--- config.mk ---
export PLATFORM = sky130hd
export DESIGN_NAME = irq_entry_seq
export DESIGN_NICKNAME = d
export VERILOG_FILES = /design/src/rtl/irq_seq_pkg.sv /design/src/rtl/irq_pick.sv /design/src/rtl/irq_bank.sv /design/src/rtl/irq_entry_seq.sv
export SDC_FILE = /design/constraint.sdc
export NUM_CORES = 1
export LEC_CHECK = 0
export BUFFER_PORTS_ARGS = -buffer_cell sky130_fd_sc_hd__buf_2
export CORE_MARGIN = 4
export CORE_UTILIZATION = 50
export DETAILED_ROUTE_END_ITERATION = 7
export PLACE_DENSITY = 0.77
export SYNTH_ARGS = -nofsm -noshare
export SYNTH_HDL_FRONTEND = slang
export SYNTH_SLANG_ARGS = --single-unit
export TNS_END_PERCENT = 1
--- constraint.sdc ---
create_clock -name clk_i -period 1.6 [get_ports clk_i]
set_clock_uncertainty 0.1 [all_clocks]
set_input_delay 0.16 -clock clk_i [delete_from_list [all_inputs] [get_ports clk_i]]
set_output_delay 0.16 -clock clk_i [all_outputs]
set_load 0.02 [all_outputs]
--- src/rtl/irq_seq_pkg.sv ---
package irq_seq_pkg;
  typedef enum logic [1:0] {
    MODE_USER = 2'd0,
    MODE_FAST = 2'd1,
    MODE_NORM = 2'd2,
    MODE_SYS  = 2'd3
  } mode_e;

  typedef struct packed {
    mode_e mode;
    logic  fmask;
    logic  nmask;
  } stat_t;

  typedef enum logic [1:0] {
    TAKE_NONE = 2'd0,
    TAKE_FAST = 2'd1,
    TAKE_NORM = 2'd2
  } take_e;

  localparam int NBANK     = 2;
  localparam int BANK_NORM = 0;
  localparam int BANK_FAST = 1;

  localparam stat_t RESET_STAT = '{mode: MODE_SYS, fmask: 1'b1, nmask: 1'b1};
endpackage

--- src/rtl/irq_pick.sv ---
module irq_pick
  import irq_seq_pkg::*;
(
  input  logic  eval_i,
  input  logic  fast_req_i,
  input  logic  norm_req_i,
  input  stat_t cur_i,
  output take_e pick_o
);
  always_comb begin
    pick_o = TAKE_NONE;
    if (eval_i) begin
      if (fast_req_i && !cur_i.fmask)      pick_o = TAKE_FAST;
      else if (norm_req_i && !cur_i.nmask) pick_o = TAKE_NORM;
    end
  end
endmodule

--- src/rtl/irq_bank.sv ---
module irq_bank
  import irq_seq_pkg::*;
#(
  parameter int AW = 32
) (
  input  logic          clk_i,
  input  logic          rst_ni,
  input  logic          save_i,
  input  stat_t         stat_i,
  input  logic [AW-1:0] addr_i,
  output stat_t         stat_o,
  output logic [AW-1:0] addr_o
);
  always_ff @(posedge clk_i or negedge rst_ni) begin
    if (!rst_ni) begin
      stat_o <= '0;
      addr_o <= '0;
    end else if (save_i) begin
      stat_o <= stat_i;
      addr_o <= addr_i;
    end
  end
endmodule

--- src/rtl/irq_entry_seq.sv ---
module irq_entry_seq
  import irq_seq_pkg::*;
#(
  parameter int            AW       = 32,
  parameter logic [AW-1:0] FAST_VEC = AW'('h1C),
  parameter logic [AW-1:0] NORM_VEC = AW'('h18)
) (
  input  logic          clk_i,
  input  logic          rst_ni,
  input  logic          fast_req_i,
  input  logic          norm_req_i,
  input  logic          boundary_i,
  input  logic          eret_i,
  input  logic [AW-1:0] pc_i,
  output logic          take_o,
  output logic [AW-1:0] vector_o,
  output logic [AW-1:0] ret_addr_o,
  output logic [1:0]    cur_mode_o,
  output logic          cur_fmask_o,
  output logic          cur_nmask_o,
  output logic [1:0]    sav_mode_o,
  output logic          sav_fmask_o,
  output logic          sav_nmask_o
);
  localparam int SELW = (NBANK > 1) ? $clog2(NBANK) : 1;

  stat_t             cur_q, cur_d;
  logic              eval_q;
  logic [AW-1:0]     resume_q;
  logic              eval;
  logic [AW-1:0]     entry_addr;
  take_e             pick;
  logic [NBANK-1:0]  save;
  stat_t             bank_stat [NBANK];
  logic [AW-1:0]     bank_addr [NBANK];
  logic [SELW-1:0]   bsel;

  // return has precedence; the cycle after it evaluates on its own
  assign eval       = !eret_i && (eval_q || boundary_i);
  assign entry_addr = eval_q ? resume_q : pc_i;

  irq_pick u_pick (
    .eval_i     (eval),
    .fast_req_i (fast_req_i),
    .norm_req_i (norm_req_i),
    .cur_i      (cur_q),
    .pick_o     (pick)
  );

  always_comb begin
    save            = '0;
    save[BANK_FAST] = (pick == TAKE_FAST);
    save[BANK_NORM] = (pick == TAKE_NORM);
  end

  for (genvar b = 0; b < NBANK; b++) begin : g_bank
    irq_bank #(.AW(AW)) u_bank (
      .clk_i  (clk_i),
      .rst_ni (rst_ni),
      .save_i (save[b]),
      .stat_i (cur_q),
      .addr_i (entry_addr),
      .stat_o (bank_stat[b]),
      .addr_o (bank_addr[b])
    );
  end

  assign bsel = (cur_q.mode == MODE_FAST) ? SELW'(BANK_FAST) : SELW'(BANK_NORM);

  always_comb begin
    cur_d = cur_q;
    unique case (pick)
      TAKE_FAST: cur_d = '{mode: MODE_FAST, fmask: 1'b1, nmask: 1'b1};
      TAKE_NORM: cur_d = '{mode: MODE_NORM, fmask: cur_q.fmask, nmask: 1'b1};
      default:   if (eret_i) cur_d = bank_stat[bsel];
    endcase
  end

  always_ff @(posedge clk_i or negedge rst_ni) begin
    if (!rst_ni) begin
      cur_q    <= RESET_STAT;
      eval_q   <= 1'b0;
      resume_q <= '0;
      take_o   <= 1'b0;
      vector_o <= '0;
    end else begin
      cur_q  <= cur_d;
      eval_q <= eret_i;
      take_o <= (pick != TAKE_NONE);
      if (eret_i)            resume_q <= bank_addr[bsel];
      if (pick == TAKE_FAST) vector_o <= FAST_VEC;
      if (pick == TAKE_NORM) vector_o <= NORM_VEC;
    end
  end

  assign cur_mode_o  = cur_q.mode;
  assign cur_fmask_o = cur_q.fmask;
  assign cur_nmask_o = cur_q.nmask;
  assign sav_mode_o  = bank_stat[bsel].mode;
  assign sav_fmask_o = bank_stat[bsel].fmask;
  assign sav_nmask_o = bank_stat[bsel].nmask;
  assign ret_addr_o  = bank_addr[bsel];
endmodule

# Yosys cells after proc, flatten, opt, wreduce, memory -nomap -nowiden

Index checks and enable logic that the tools add are counted.

Bits of input ports: 38
Register bits: 142
Logic and storage cells: 48

Bitwise operators: 2
Mux-type cells: 15
Reductions and logical operators: 12
$lt $le $gt $ge: 1
Equality and inequality tests: 3

Operators with widths:

| cell                 | count |
|---|---|
| $mux W32             | 6 |
| $mux W4              | 4 |
| $pmux W4 S2          | 1 |
| $mux W2              | 3 |
| $reduce_bool A2 Y1   | 3 |
| $eq A2 B1 Y1 const B | 2 |
| $logic_and A1 B1 Y1  | 3 |
| $logic_not A1 Y1     | 3 |
| $reduce_bool A3 Y1   | 1 |
| $eq A2 B2 Y1 const B | 1 |
| $ge A2 B2 Y1 const B | 1 |
| $not A1 Y2           | 1 |
| $reduce_and A2 Y1    | 1 |
| $logic_or A1 B1 Y1   | 1 |
| $mux W1              | 1 |
| $not A1 Y1           | 1 |

# Depth between registers and ports, before layout

Depth in word-level cells: 8
Mapped depth: 6

# By module

Synthesis repeated with hierarchy kept, for this count alone.

Cells, all modules: 369
Area, all modules: 5913.2 µm²

By module, submodules not included:

| module        | cells each | times used | sequential area each (µm²) | area each (µm²) |
|---|---|---|---|---|
| irq_bank      | 76         | 2          | 900.9                      | 1490.2 |
| irq_entry_seq | 213        | 1          | 1006.0                     | 2899.0 |
| irq_pick      | 4          | 1          | 0.0                        | 33.8 |

# Worst setup path before layout

OpenSTA, ideal clock, no wires.

Path type: flip-flop to flip-flop
Start point: register cur_q (netlist bit cur_mode_o[0])
End point: register resume_q[15]
Library setup time: 0.125 ns
Cell stages (with the launch flop): 6
Slack: -0.298 ns
Data required time: 1.375 ns
Path buffers: 2
Clock period less this slack: 1.898 ns
Arrival time: 1.673 ns
Path through: dfstp_2 nor2b_4 buf_6 buf_6 mux2_4 mux2_4

Longest elaborated chain between the ends: 6

RTL lines:

| item                     | RTL line            | RTL |
|---|---|---|
| start: declaration       | irq_entry_seq.sv:27 | `stat_t cur_q, cur_d;` |
| start signal: assignment | irq_entry_seq.sv:87 | `cur_q <= cur_d;` |
| $eq A2 B1 Y1             | irq_entry_seq.sv:68 | `assign bsel = (cur_q.mode == MODE_FAST) ? SELW'(BANK_FAST) : SELW'(BANK_NORM);` |
| $mux W1                  | irq_entry_seq.sv:68 |  |
| $not A1 Y2               | --                  |  |
| $mux W32 (3 in a row)    | --                  |  |
| named net ret_addr_o[15] | irq_entry_seq.sv:17 | `output logic [AW-1:0] ret_addr_o,` |
| end signal: assignment   | irq_entry_seq.sv:90 | `if (eret_i) resume_q <= bank_addr[bsel];` |
| end: declaration         | irq_entry_seq.sv:29 | `logic [AW-1:0] resume_q;` |

The timed path passes the listed nets, and every way through them passes these cells. The select of a mux whose other input is x is not followed.
A chain may end at the register's enable or synchronous reset.

# Worst setup path in the final report

Start point: register cur_q (netlist bit cur_mode_o[0])
End point: output port ret_addr_o[31]

Longest elaborated chain between the ends: 6

RTL lines:

| item                                        | RTL line             | RTL |
|---|---|---|
| $eq A2 B1 Y1                                | irq_entry_seq.sv:68  |  |
| $mux W1                                     | irq_entry_seq.sv:68  |  |
| $not A1 Y2 (not written as such)            | irq_entry_seq.sv:102 | `assign ret_addr_o = bank_addr[bsel];` |
| $mux W32 (not written as such) (3 in a row) | irq_entry_seq.sv:102 |  |
| end: declaration                            | irq_entry_seq.sv:17  |  |

Every way passes these cells. The select of a mux whose other input is x is not followed.

==> summary.md <==
Power spread over the standard cell area amounts to 2100 nW/µm². For this block, the initial DRC count from the detailed router was 112. The global router's overall resource usage was 17.9%.

The number of vias per cell after detailed routing was 5.18. The biggest fanout along the worst timing path was 6. The worst path in the final design needs a cycle of 2130 ps, including I/O delays and setup. Setup violations remaining at the end of the flow were counted as 106. The largest total area in the synthesized netlist belongs to dfrtp_1. The final reports fail on setup timing. The region available for standard cell placement spans 10500 µm². The count of nets left with antenna violations once routing finished came out at 0. In this design, the stage delay of the slowest critical-path cell is 540 ps. From synthesis to final layout, the design area changed by 26.0%. Counting both buffers and inverters, the worst setup path holds a total of 3. The tools report the number of diodes as 0. The final number of hold-violating endpoints was 0. The first TritonRoute pass finished after 4 iterations. Counting flops and latches in the post-synthesis netlist gives 112. For this run, the post-layout net count is 496.

The worst path uses 133% of the clock period. For this run, the top clock speed supported by timing is 469 MHz. Synthesis produced a netlist whose cell count is 357. Sorting the synthesized cells by area gives the leading types as dfrtp_1 50%, mux2_2 28%, mux2_4 9.4%. Summing over every cut layer, the via total after detailed routing is 3103.

The initial antenna violation count came out at 1. Die outline height: 112 µm. Number of buffers between clock root and the deepest sink: 2.

Once detailed placement completed, the half-perimeter wirelength came to 7.25 mm. Among the stages of the critical path, the cell type that occurs most often is buf_6. For this run, the number of Yosys warnings is 0. The tightest min-delay check is of the in -> reg type. For this configuration, the core starts out at a cell density of 51.9%.

The routed length per placed instance works out to 19.1 µm. Setup repair after global routing could not meet its margin everywhere. The tools report the final hold slack as 60.3 ps.

STA classifies the critical path endpoint as an output pin. The die covers 12600 µm². TritonCTS built the clock tree. The signal arrival time at the worst endpoint was 1870 ps. After synthesis, the largest family of logic cells by area is multiplexers. Measured along the x axis, the die boundary spans 112 µm.

The signal on the critical path passes through nor2b_4, buf_6, clkbuf_16, mux2_4, buf_6. The synthesized netlist devotes 1.54% of its cell area to compound gates. The logs give 11.4 mm for the post-detailed-routing wire length and 51.7% for the part of the Yosys area used for sequential elements. The final non-filler cell total was 599. The kind of cell adding the most delay to the critical path is flip-flops. After Yosys synthesis, XOR and XNOR cells account for 0% of the synthesized area. The number of H-tree branching levels was 3. Summing every instance area after synthesis gives 5440 µm². Among all stages on the critical path, the largest delay is contributed by dfstp_2.

Clock-pin slew was measured on the worst setup and hold paths at 100 ps. Counting the buffers created by CTS gives 9. For the number of filler cells placed in the layout, the log shows 764. The class of the most critical setup path was reg -> out. The top cell type by area accounts for 49.7% of the synthesized area. Count of different cell masters after synthesis: 27. Summed over all layers, the global routing overflow is 0. The logs give 1.27 mV for the maximum VDD drop and 18.1 mm for the global-route wire length before repair. The clock drives 112 sinks. Cells with a size suffix above 1 make up 67.0% of the layout. The run gives 3556 as the via count of the first global-routing pass. For the I/O pin count, the log shows 111.

Each instance of the synthesized netlist takes up on average 15.2 µm². After detailed placement, the design holds a cell count of 574. The count of input and output buffers was 81; the standard-cell row count was 37. The logs give 0 for the count of final max-slew check failures and 0 for the reported max-cap violation count. The basic-gate share of the synthesized area counting and, or, nand and nor cells was 1.84%. The flow ran to the end, but the final reports show violations. The logs give -534 ps for the setup slack of the critical path after layout and 1340 ps for the data required time of the critical path. Summed over all cells, the static leakage comes to 0.00334 µW. The congestion estimate from routability-driven global placement came to 0.759. Entering global routing, the biggest net connects 46 pins.

The run gives 370 ps as the clock latency of the later-clocked register in the worst-skew pair. STA classifies the critical path startpoint as a flop. The run gives 0 as the DRC violation count after routing. The buffer type at the clock tree root is clkbuf_8. After Yosys synthesis, full adders, half adders and majority gates account for 0% of the synthesized area. The share of cell area taken by muxes after synthesis was 37.6%.
-- flip-flops by register name (all words and copies together), names as in the netlist, 2 cells and up --
name	count
g_bank.u_bank.addr_o	64
vector_o	2
cur_mode_o	2
resume_q	32
g_bank.u_bank.stat_o	8
-- cells in the mapped netlist --
cell type  instances
a21o_1             2
a21oi_1            1
a221o_1            2
and2_1             2
and3b_1            1
buf_1              1
buf_2              9
buf_4             31
buf_6             10
conb_1             1
dfrtp_1          108
dfstp_2            4
inv_1              1
mux2_2           136
mux2_4            34
nand2_1            1
nand2b_1           1
nor2_2             1
nor2b_1            2
nor2b_4            1
nor3_4             1
nor3b_1            1
o2111a_1           1
o2111ai_2          1
o21ai_2            1
o311ai_0           1
or3_1              2
-- report_power, final --
group	switching, µW	total, µW	internal, µW
combinational	3040	7580	4550
sequential	733	4920	4190
clock	932	1860	927
-- layout by cell type, fill, tap and decap left out, drive strengths merged --
| cell type | n |
|---|---|
| o2111ai | 1 |
| o21ai | 1 |
| nor3b | 1 |
| dfstp | 4 |
| o311ai | 1 |
| dfrtp | 108 |
| clkbuf | 14 |
| or3 | 2 |
| nor2 | 1 |
| and2 | 2 |
| and3b | 1 |
| clkinv | 2 |
| mux2 | 170 |
| nor3 | 1 |
| conb | 29 |
| a21oi | 1 |
| a21o | 2 |
| nor2b | 3 |
| nand2 | 1 |
| bufinv | 2 |
| nand2b | 1 |
| inv | 2 |
| o2111a | 1 |
| buf | 109 |
| dlygate4sd3 | 1 |
| a221o | 2 |
-- path summary, 6_finish.rpt --
kind                                           startpoint                                      to  slack (ps)  cells after the start
worst max register to register  cur_mode_o[0]$_DFFE_PN1P_                resume_q[31]$_DFFE_PN0P_        -250                      5
min in group asynchronous                          rst_ni  g_bank[1].u_bank.addr_o[9]$_DFFE_PN0N_         160                      2
max in group asynchronous                          rst_ni                 resume_q[0]$_DFFE_PN0P_         600                      3
worst min-delay path                              pc_i[8]  g_bank[0].u_bank.addr_o[8]$_DFFE_PN0N_          60                      3
worst max-delay path            cur_mode_o[0]$_DFFE_PN1P_                          ret_addr_o[31]        -530                      5
worst min register to register    vector_o[2]$_DFFE_PN0P_                 vector_o[2]$_DFFE_PN0P_         400                      1
-- worst reg2reg max path, delay by kind of cell (launching register included) --
family                 cells  cell delay, ps
muxes                      2             590
DFF                        1             540
buffers and inverters      2             310
and+or+nand+nor            1             210
-- area by class of cell --
class	count	area, µm²	share of cell area, %
repair buffers	113	982	14.3
well taps	136	170	2.48
inverters	1	3.75	0.0548
multi-input cells	221	2660	38.9
clock buffers	11	141	2.06
clock inverters	5	78.8	1.15
flip-flops and latches	112	2810	41.0
-- timing repair --
action / in CTS / in global routing
buffers inserted: 0 / 4
hold buffers: 1 / 0
gates resized for setup: 43 / 97
pin swaps: 3 / 1
endpoints found under the hold margin: 32 / 0
setup endpoints to repair: 109 / 137
gates cloned: 0 / 4
-- kinds of logic after synthesis --
kind of cell,after synthesis
buffers and inverters,52
other,1
muxes,170
and+or+nand+nor,13
DFF,112
AOI/OAI and AO/OA,9
-- through the flow --
| stage | instance area, µm² | worst slack (ps) | power (µW) | util (%) | setup TNS, ps |
|---|---|---|---|---|---|
| after global routing | 6850 | -609 | 15100 | 65.5 | -34120 |
| after detailed placement | 6000 | -216 | 10600 | 57.3 | -10360 |
| after global placement | 6000 | -157 | 10400 | 57.3 | -8020 |
| after floorplan | 5540 | -283 | 9070 | - | -15430 |
| after CTS | 6390 | -570 | 13000 | 61.1 | -26190 |
| final | 6850 | -534 | 14400 | 65.5 | -27400 |
-- routing by layer --
metal / share of wire [%] / vias to the layer above / global-route usage, % / wire (µm)
li1: - / 1399 / - / -
met1: 42 / 1607 / 21.3 / 4790
met2: 50 / 79 / 30.9 / 5760
met3: 6.1 / 16 / 5.61 / 693
met4: 1.5 / 2 / 5.53 / 174
met5: 0.061 / - / 0 / 7
(Power assumes the default switching activity.)
